$ cat src/rtl/irq_pkg.sv
package irq_pkg;
  localparam int unsigned ADDR_W = 2;

  typedef enum logic [ADDR_W-1:0] {
    SEL_STAT = 2'd0,
    SEL_MASK = 2'd1,
    SEL_CTRL = 2'd2,
    SEL_NONE = 2'd3
  } reg_sel_e;

  localparam int unsigned CTRL_VIS_BIT = 0;
endpackage

$ cat src/rtl/irq_rst_sync.sv
module irq_rst_sync #(
  parameter int unsigned STAGES = 2
) (
  input  logic clk,
  input  logic rst_n,
  output logic rst_n_sync
);
  logic [STAGES-1:0] sync_q;
  logic [STAGES-1:0] sync_d;

  always_comb begin
    sync_d = {sync_q[STAGES-2:0], 1'b1};
  end

  always_ff @(posedge clk or negedge rst_n) begin
    if (!rst_n) sync_q <= '0;
    else        sync_q <= sync_d;
  end

  assign rst_n_sync = sync_q[STAGES-1];
endmodule

$ cat src/rtl/irq_stat_bits.sv
module irq_stat_bits #(
  parameter int unsigned NUM_EVT = 8
) (
  input  logic               clk,
  input  logic               rst_n,
  input  logic [NUM_EVT-1:0] set_vec,
  input  logic               clr_i,
  output logic [NUM_EVT-1:0] stat_q
);
  logic [NUM_EVT-1:0] stat_d;

  for (genvar i = 0; i < NUM_EVT; i++) begin : g_bit
    always_comb begin
      if (set_vec[i])  stat_d[i] = 1'b1;
      else if (clr_i)  stat_d[i] = 1'b0;
      else             stat_d[i] = stat_q[i];
    end

    always_ff @(posedge clk or negedge rst_n) begin
      if (!rst_n) stat_q[i] <= 1'b0;
      else        stat_q[i] <= stat_d[i];
    end
  end


  clear_all_chk: assert property (@(posedge clk) disable iff (!rst_n)
    clr_i |=> ((stat_q & ~$past(set_vec)) == '0));


  set_wins_chk: assert property (@(posedge clk) disable iff (!rst_n)
    (set_vec != '0) |=> ((stat_q & $past(set_vec)) == $past(set_vec)));


  hold_chk: assert property (@(posedge clk) disable iff (!rst_n)
    !clr_i |=> ((stat_q & $past(stat_q)) == $past(stat_q)));
endmodule

$ cat src/rtl/irq_cfg_regs.sv
module irq_cfg_regs
  import irq_pkg::*;
#(
  parameter int unsigned NUM_EVT = 8
) (
  input  logic               clk,
  input  logic               rst_n,
  input  logic               wr_en_i,
  input  logic [ADDR_W-1:0]  addr_i,
  input  logic [NUM_EVT-1:0] wdata_i,
  output logic [NUM_EVT-1:0] mask_q,
  output logic               vis_q
);
  logic               mask_en;
  logic               ctrl_en;
  logic [NUM_EVT-1:0] mask_d;
  logic               vis_d;

  always_comb begin
    mask_en = wr_en_i && (reg_sel_e'(addr_i) == SEL_MASK);
    ctrl_en = wr_en_i && (reg_sel_e'(addr_i) == SEL_CTRL);
    mask_d  = mask_en ? wdata_i : mask_q;
    vis_d   = ctrl_en ? wdata_i[CTRL_VIS_BIT] : vis_q;
  end

  always_ff @(posedge clk or negedge rst_n) begin
    if (!rst_n) begin
      mask_q <= '1;
      vis_q  <= 1'b0;
    end else begin
      mask_q <= mask_d;
      vis_q  <= vis_d;
    end
  end


  mask_stable_chk: assert property (@(posedge clk) disable iff (!rst_n)
    !mask_en |=> $stable(mask_q));
endmodule

$ cat src/rtl/irq_status_reg.sv
module irq_status_reg
  import irq_pkg::*;
#(
  parameter int unsigned NUM_EVT   = 8,
  parameter int unsigned RST_STAGE = 2
) (
  input  logic               clk,
  input  logic               rst_n,
  input  logic [NUM_EVT-1:0] evt_i,
  input  logic               rd_en_i,
  input  logic               wr_en_i,
  input  logic [ADDR_W-1:0]  addr_i,
  input  logic [NUM_EVT-1:0] wdata_i,
  output logic [NUM_EVT-1:0] rdata_o,
  output logic               irq_o,
  output logic               summary_o
);
  logic               rst_n_sync;
  logic [NUM_EVT-1:0] mask_q;
  logic               vis_q;
  logic [NUM_EVT-1:0] accept;
  logic [NUM_EVT-1:0] set_vec;
  logic               clr_stat;
  logic [NUM_EVT-1:0] stat_q;
  logic [NUM_EVT-1:0] rdata_d;
  logic [NUM_EVT-1:0] rdata_q;
  logic [NUM_EVT-1:0] pend;

  irq_rst_sync #(.STAGES(RST_STAGE)) u_rst (
    .clk(clk), .rst_n(rst_n), .rst_n_sync(rst_n_sync)
  );

  irq_cfg_regs #(.NUM_EVT(NUM_EVT)) u_cfg (
    .clk(clk), .rst_n(rst_n_sync), .wr_en_i(wr_en_i), .addr_i(addr_i),
    .wdata_i(wdata_i), .mask_q(mask_q), .vis_q(vis_q)
  );

  always_comb begin
    accept   = ~mask_q | {NUM_EVT{vis_q}};
    set_vec  = evt_i & accept;
    clr_stat = rd_en_i && (reg_sel_e'(addr_i) == SEL_STAT);
  end

  irq_stat_bits #(.NUM_EVT(NUM_EVT)) u_stat (
    .clk(clk), .rst_n(rst_n_sync), .set_vec(set_vec),
    .clr_i(clr_stat), .stat_q(stat_q)
  );

  always_comb begin
    rdata_d = rdata_q;
    if (rd_en_i) begin
      unique case (reg_sel_e'(addr_i))
        SEL_STAT: rdata_d = stat_q;
        SEL_MASK: rdata_d = mask_q;
        SEL_CTRL: begin
          rdata_d = '0;
          rdata_d[CTRL_VIS_BIT] = vis_q;
        end
        default:  rdata_d = '0;
      endcase
    end
  end

  always_ff @(posedge clk or negedge rst_n_sync) begin
    if (!rst_n_sync) rdata_q <= '0;
    else             rdata_q <= rdata_d;
  end

  assign pend      = stat_q & ~mask_q;
  assign irq_o     = |pend;
  assign summary_o = |pend;
  assign rdata_o   = rdata_q;


  discard_chk: assert property (@(posedge clk) disable iff (!rst_n_sync)
    !vis_q |=> ((stat_q & ~$past(stat_q) & $past(mask_q)) == '0));


  irq_drop_chk: assert property (@(posedge clk) disable iff (!rst_n_sync)
    (clr_stat && evt_i == '0) |=> !irq_o);


  irq_level_chk: assert property (@(posedge clk) disable iff (!rst_n_sync)
    (irq_o && !clr_stat && !wr_en_i) |=> irq_o);


  summary_eq_chk: assert property (@(posedge clk) disable iff (!rst_n_sync)
    summary_o == irq_o);
endmodule

$ cat config.mk
export PLATFORM = sky130hd
export DESIGN_NAME = irq_status_reg
export DESIGN_NICKNAME = d
export VERILOG_FILES = /design/src/rtl/irq_pkg.sv /design/src/rtl/irq_rst_sync.sv /design/src/rtl/irq_stat_bits.sv /design/src/rtl/irq_cfg_regs.sv /design/src/rtl/irq_status_reg.sv
export SDC_FILE = /design/constraint.sdc
export NUM_CORES = 1
export LEC_CHECK = 0
export CAP_MARGIN = 5
export CORE_MARGIN = 8
export CORE_UTILIZATION = 35
export CTS_BUF_LIST = sky130_fd_sc_hd__clkbuf_4 sky130_fd_sc_hd__clkbuf_8 sky130_fd_sc_hd__clkbuf_16
export CTS_CLUSTER_DIAMETER = 30
export DETAILED_ROUTE_END_ITERATION = 8
export GPL_TIMING_DRIVEN = 0
export HOLD_SLACK_MARGIN = 0.02
export PLACE_DENSITY = 0.72
export SLEW_MARGIN = 40
export SYNTH_ARGS = -nofsm -noshare
export SYNTH_HDL_FRONTEND = slang
export SYNTH_HIERARCHICAL = 1
export SYNTH_SLANG_ARGS = --single-unit
$ cat constraint.sdc
create_clock -name clk -period 1.5 [get_ports clk]
set_input_delay 0.225 -clock clk [delete_from_list [all_inputs] [get_ports clk]]
set_output_delay 0.225 -clock clk [all_outputs]
set_load 0.01 [all_outputs]
After elaboration in Yosys (flattened, before gate mapping)
Cells that the tools add are included.
Operators by class
  equality and inequality tests: 2
  muxes and demuxes: 10
  bitwise logic cells: 4
  reductions and logical operators: 13
Operator list (count)
  case mux 8 bit (3 select lines): 1
  bitwise AND 8 bit: 2
  nonzero test 2 bit: 8
  two-way mux 1 bit: 9
  inverter 8 bit: 1
  bitwise OR 8 bit: 1
  OR reduction 8 bit: 1
  logical AND 1 bit: 3
  equality test 2 x 1 -> 1 bit (second input constant): 1
  equality test 2 bit (second input constant): 1
  zero test 2 bit: 1
Storage, ports and cells
  flip-flop bits (word level): 27
  bits of input ports: 22
  output and inout bits: 10
  word-level logic and storage cells: 41

Longest topological paths before layout
  word-level depth: 4
  gate-level depth with buffers: 4

Modules after synthesis
The synthesis kept the hierarchy.
By module, submodules not included
  irq_status_reg: instances 1, cells each 61, area an instance 533.0 um^2, seq. area each 200.2 um^2
  irq_cfg_regs: instances 1, cells each 20, area an instance 364.1 um^2, seq. area each 235.2 um^2
  irq_stat_bits: instances 1, cells each 17, area an instance 264.0 um^2, seq. area each 200.2 um^2
  irq_rst_sync: instances 1, cells each 3, area an instance 53.8 um^2, seq. area each 50.0 um^2

Worst setup path before layout
Ideal clock, no wire load.
  kind: register to output
  start point: reg u_cfg.mask_q[6]
  end point: out summary_o
  data arrival time: 1.358 ns
  slack: -0.083 ns
  cell stages (with the launch flop): 4
  buffers on the path: 1
  cell sequence: dfstp_2 o22ai_1 or4_1 buf_4
On the way
  cells in the longest elaborated chain, start to end: 3
Ends and longest elaborated chain
  start: declaration: line irq_cfg_regs.sv:11  | output logic [NUM_EVT-1:0] mask_q,
  start signal: assignment: line irq_cfg_regs.sv:31  | mask_q <= mask_d;
  inverter 8 bit: line irq_status_reg.sv:69  | assign pend = stat_q & ~mask_q;
  bitwise AND 8 bit: line irq_status_reg.sv:69
  OR reduction 8 bit
  end: declaration: line irq_status_reg.sv:16  | output logic summary_o
No other way between the ends.

Worst setup path after layout
  start point: reg u_cfg.mask_q[0]
  end point: out summary_o
On the way
  cells in the longest elaborated chain, start to end: 3
Ends and longest elaborated chain
  inverter 8 bit: line irq_status_reg.sv:69
  bitwise AND 8 bit: line irq_status_reg.sv:69
  OR reduction 8 bit: line irq_status_reg.sv:71  | assign summary_o = |pend;
No other way between the ends.

==> run_results.csv <==
group,metric,value,unit
global_route,first_global_vias,940,
clock_tree,cts.clk_slew.worst_paths,0.13,ns
routing,postRouteAntennaNets,0,
synth,synth.net_count,123,
synth,synth_top_area_share,39.1,%
synth,synth_fa_ha_area_share,0,%
finish,layout.nets,166,
routing,post-route-drc-count,0,
routing,vias,894,
synth,synth_top_family_by_area,"compound AO/OA/AOI/OAI gates",
timing,maxSlewViolCount,0,
synth,synth-compound-area-share,16.3,%
placed_design,finalWeightedCongestion,0.741,
run,drv_cap,0,
timing,slew-limit-headroom,64.3,%
clock_tree,clock_sinks,27,
critical_path,setup.worst_path.start_class,"register",
global_route,overflow,0,
timing,fmax,508,MHz
run_status,violations,"setup timing",
timing,finClkSkew,0.00259,ns
die,initial_utilization,36.4,%
placed_design,place_hpwl,2000,um
clock_tree,cts_root_buffer,"clkbuf_4",
global_route,grt_pass1_wl,4200,um
routing,routed_wl,2690,um
pwr,p_leak,0.853,nW
finish,area_growth_syn_to_layout,39.2,%
pwr,power,0.00170,W
global_route,grt_use_total,9.99,%
clock_tree,hold_buffers,0,
routing,drt_iter0_drc,53,
die,die_width,74.9,um
run_status,status,"complete, but fails checks",
global_route,antenna_found_initial,0,
critical_path,end_kind,"output port",
timing,hold_violations,0,
synth,synth_top_cell_by_area,"dfrtp_1",
die,die_area,5610,um2
timing,worstMarginPinSlew,0.536,ns
timing,setup_slack,-0.468,ns
finish,antennaDiodeCount,0,
timing,finalCritPeriodShare,131,%
routing,dr.pass1.iters,4,
clock_tree,cts_made_buffers,3,
routing,route.detailed.wl_per_inst,14.3,um
synth,synthTopCellsByArea,"dfrtp_1 39%, dfstp_2 17%, mux2_2 8.3%",
synth,postSynthAreaPerCell,12.0,um2
synth,seq_area_frac_synth,56.4,%
synth,synth-simple-area-share,4.74,%
synth,synthCells,101,
critical_path,critical_path_class,"register to output port",
routing,vias_per_cell,4.73,
timing,setup_viol,2,
pwr,p_per_area,1010,nW/um2
pwr,ir_worst_vdd,0.594,mV
clock_tree,cts_tree,"yes",
synth,yosys_register_bits,27,
die,core_region_area,3340,um2
critical_path,worst_ep_required_time,1.27,ns
critical_path,arrival,1.74,ns
synth,muxShareOfSynthArea,14.9,%
clock_tree,cts_buffer_depth,2,
finish,final_core_utilization,50.7,%
critical_path,crit_path_max_fanout,2,
finish,drive_above_1_share,26.6,%
synth,ys_types,20,
finish,nFillCells,301,
synth,netlist_area,1210,um2
die,io_pins,32,
synth,synth-warning-count,6,
timing,rsz0062_at_grt,"true",
placed_design,portBuffers,31,
timing,min_period,1.97,ns
die,die_h,74.9,um
clock_tree,cts-htree-levels,1,
global_route,grt_max_degree,26,
min_path,hp-class,"input port to async pin",
clock_tree,clk_latency,0.31,ns
synth,synth-xor-area-share,0,%
die,std_cell_rows,21,
[cell usage in the layout (no fill, tap or decap), drive strengths merged]
cell           count
clkdlybuf4s50     23
dfrtp             19
inv               18
buf               12
o22ai             11
mux2               9
a21boi             8
mux2i              8
dfstp              8
a21o               8
dlymetal6s2s       6
clkbuf             5
nand3b             2
or4                1
nor3b              1
nand2b             1
nand4b             1
o221ai             1
conb               1
[timing repair]
item | CTS | global route
buffers inserted | 6 | 1
resized for setup | 10 | 6
pin swaps | 2 | 2
endpoints found under the setup margin | 2 | 8
[cell usage after synthesis]
cell and number:
mux2i_1 8, nand3b_4 1, mux2_2 9, nor3b_1 1, a21boi_0 8, conb_1 1
inv_1 17, dfstp_2 8, o221ai_1 1, clkbuf_1 1, nand2b_1 1, nand3b_1 1
buf_4 1, buf_2 2, a21o_1 8, inv_2 1, dfrtp_1 19, o22ai_1 11
nand4b_1 1, or4_1 1
[report_power, final]
part / switching, W / leakage (nW) / internal, W
sequential: 0.0000804 / 0.299 / 0.000862
combinational: 0.000177 / 0.536 / 0.000262
clock: 0.000199 / 0.0184 / 0.000122
[worst max-delay path: stages, from the launching register on]
cell and delay, ns:
dfstp_2 0.56, o22ai_2 0.08, or4_4 0.54, buf_6 0.13, buf_6 0.11
[path summary, 6_finish.rpt]
kind,to,startpoint,slack [ns],depth (start not counted)
worst max-delay path,summary_o,u_cfg/mask_q[0],-0.47,4
max in group asynchronous,u_cfg/mask_q[1],u_rst/sync_q[1],0.87,0
worst min register to register,u_stat/stat_q[1],u_rst/sync_q[1],0.26,0
min in group clk,u_rst/sync_q[1],u_rst/sync_q[0],0.37,0
worst max register to register,u_stat/stat_q[5],u_cfg/mask_q[5],0.39,4
worst min-delay path,u_rst/sync_q[1],rst_n,0.05,1
[flip-flops by register name, indices dropped and copies added (netlist names)]
register / count
rdata_o: 8
u_cfg/mask_q: 8
u_cfg/vis_q: 1
u_rst/sync_q: 2
u_stat/stat_q: 8
[routing by layer]
layer | GRT usage, % | vias to the layer above | routed length, um
li1 | - | 433 | -
met5 | 0 | - | 0
met3 | 2.53 | 8 | 147
met2 | 17.9 | 32 | 1300
met1 | 10.7 | 421 | 1200
met4 | 4.57 | 0 | 46
[logic make-up (layout without fill, tap and decap cells)]
family,Yosys count,after routing
AO/OA/AOI/OAI,28,28
AND/OR/NAND/NOR,6,6
flip-flops,27,27
buffers and inverters,22,64
multiplexers,17,17
other,1,1
[area by class of cell]
class	count	area (um2)	share of cell area, %
flip-flops and latches	27	687	40.6
multi-input cells	52	450	26.6
repair buffers	38	374	22.1
inverters	18	67.6	3.99
well taps	46	57.6	3.40
clock buffers	4	30.0	1.78
plain buffers	4	25.0	1.48
[stage by stage]
step | setup TNS (ns) | instances | instance area (um2) | worst slack, ns | hold WS (ns)
final | -0.859 | 189 | 1690 | -0.468 | 0.0468
after global routing | -0.948 | 189 | 1690 | -0.512 | 0.0219
after global placement | -1.71 | 178 | 1590 | -0.499 | 0.338
after floorplan | -0.0123 | 101 | 1220 | -0.0123 | -0.0706
after CTS | -0.879 | 188 | 1670 | -0.477 | 0.0353
after detailed placement | -2.05 | 178 | 1590 | -0.494 | 0.268
Note: power is estimated with default switching activity, not from simulation.
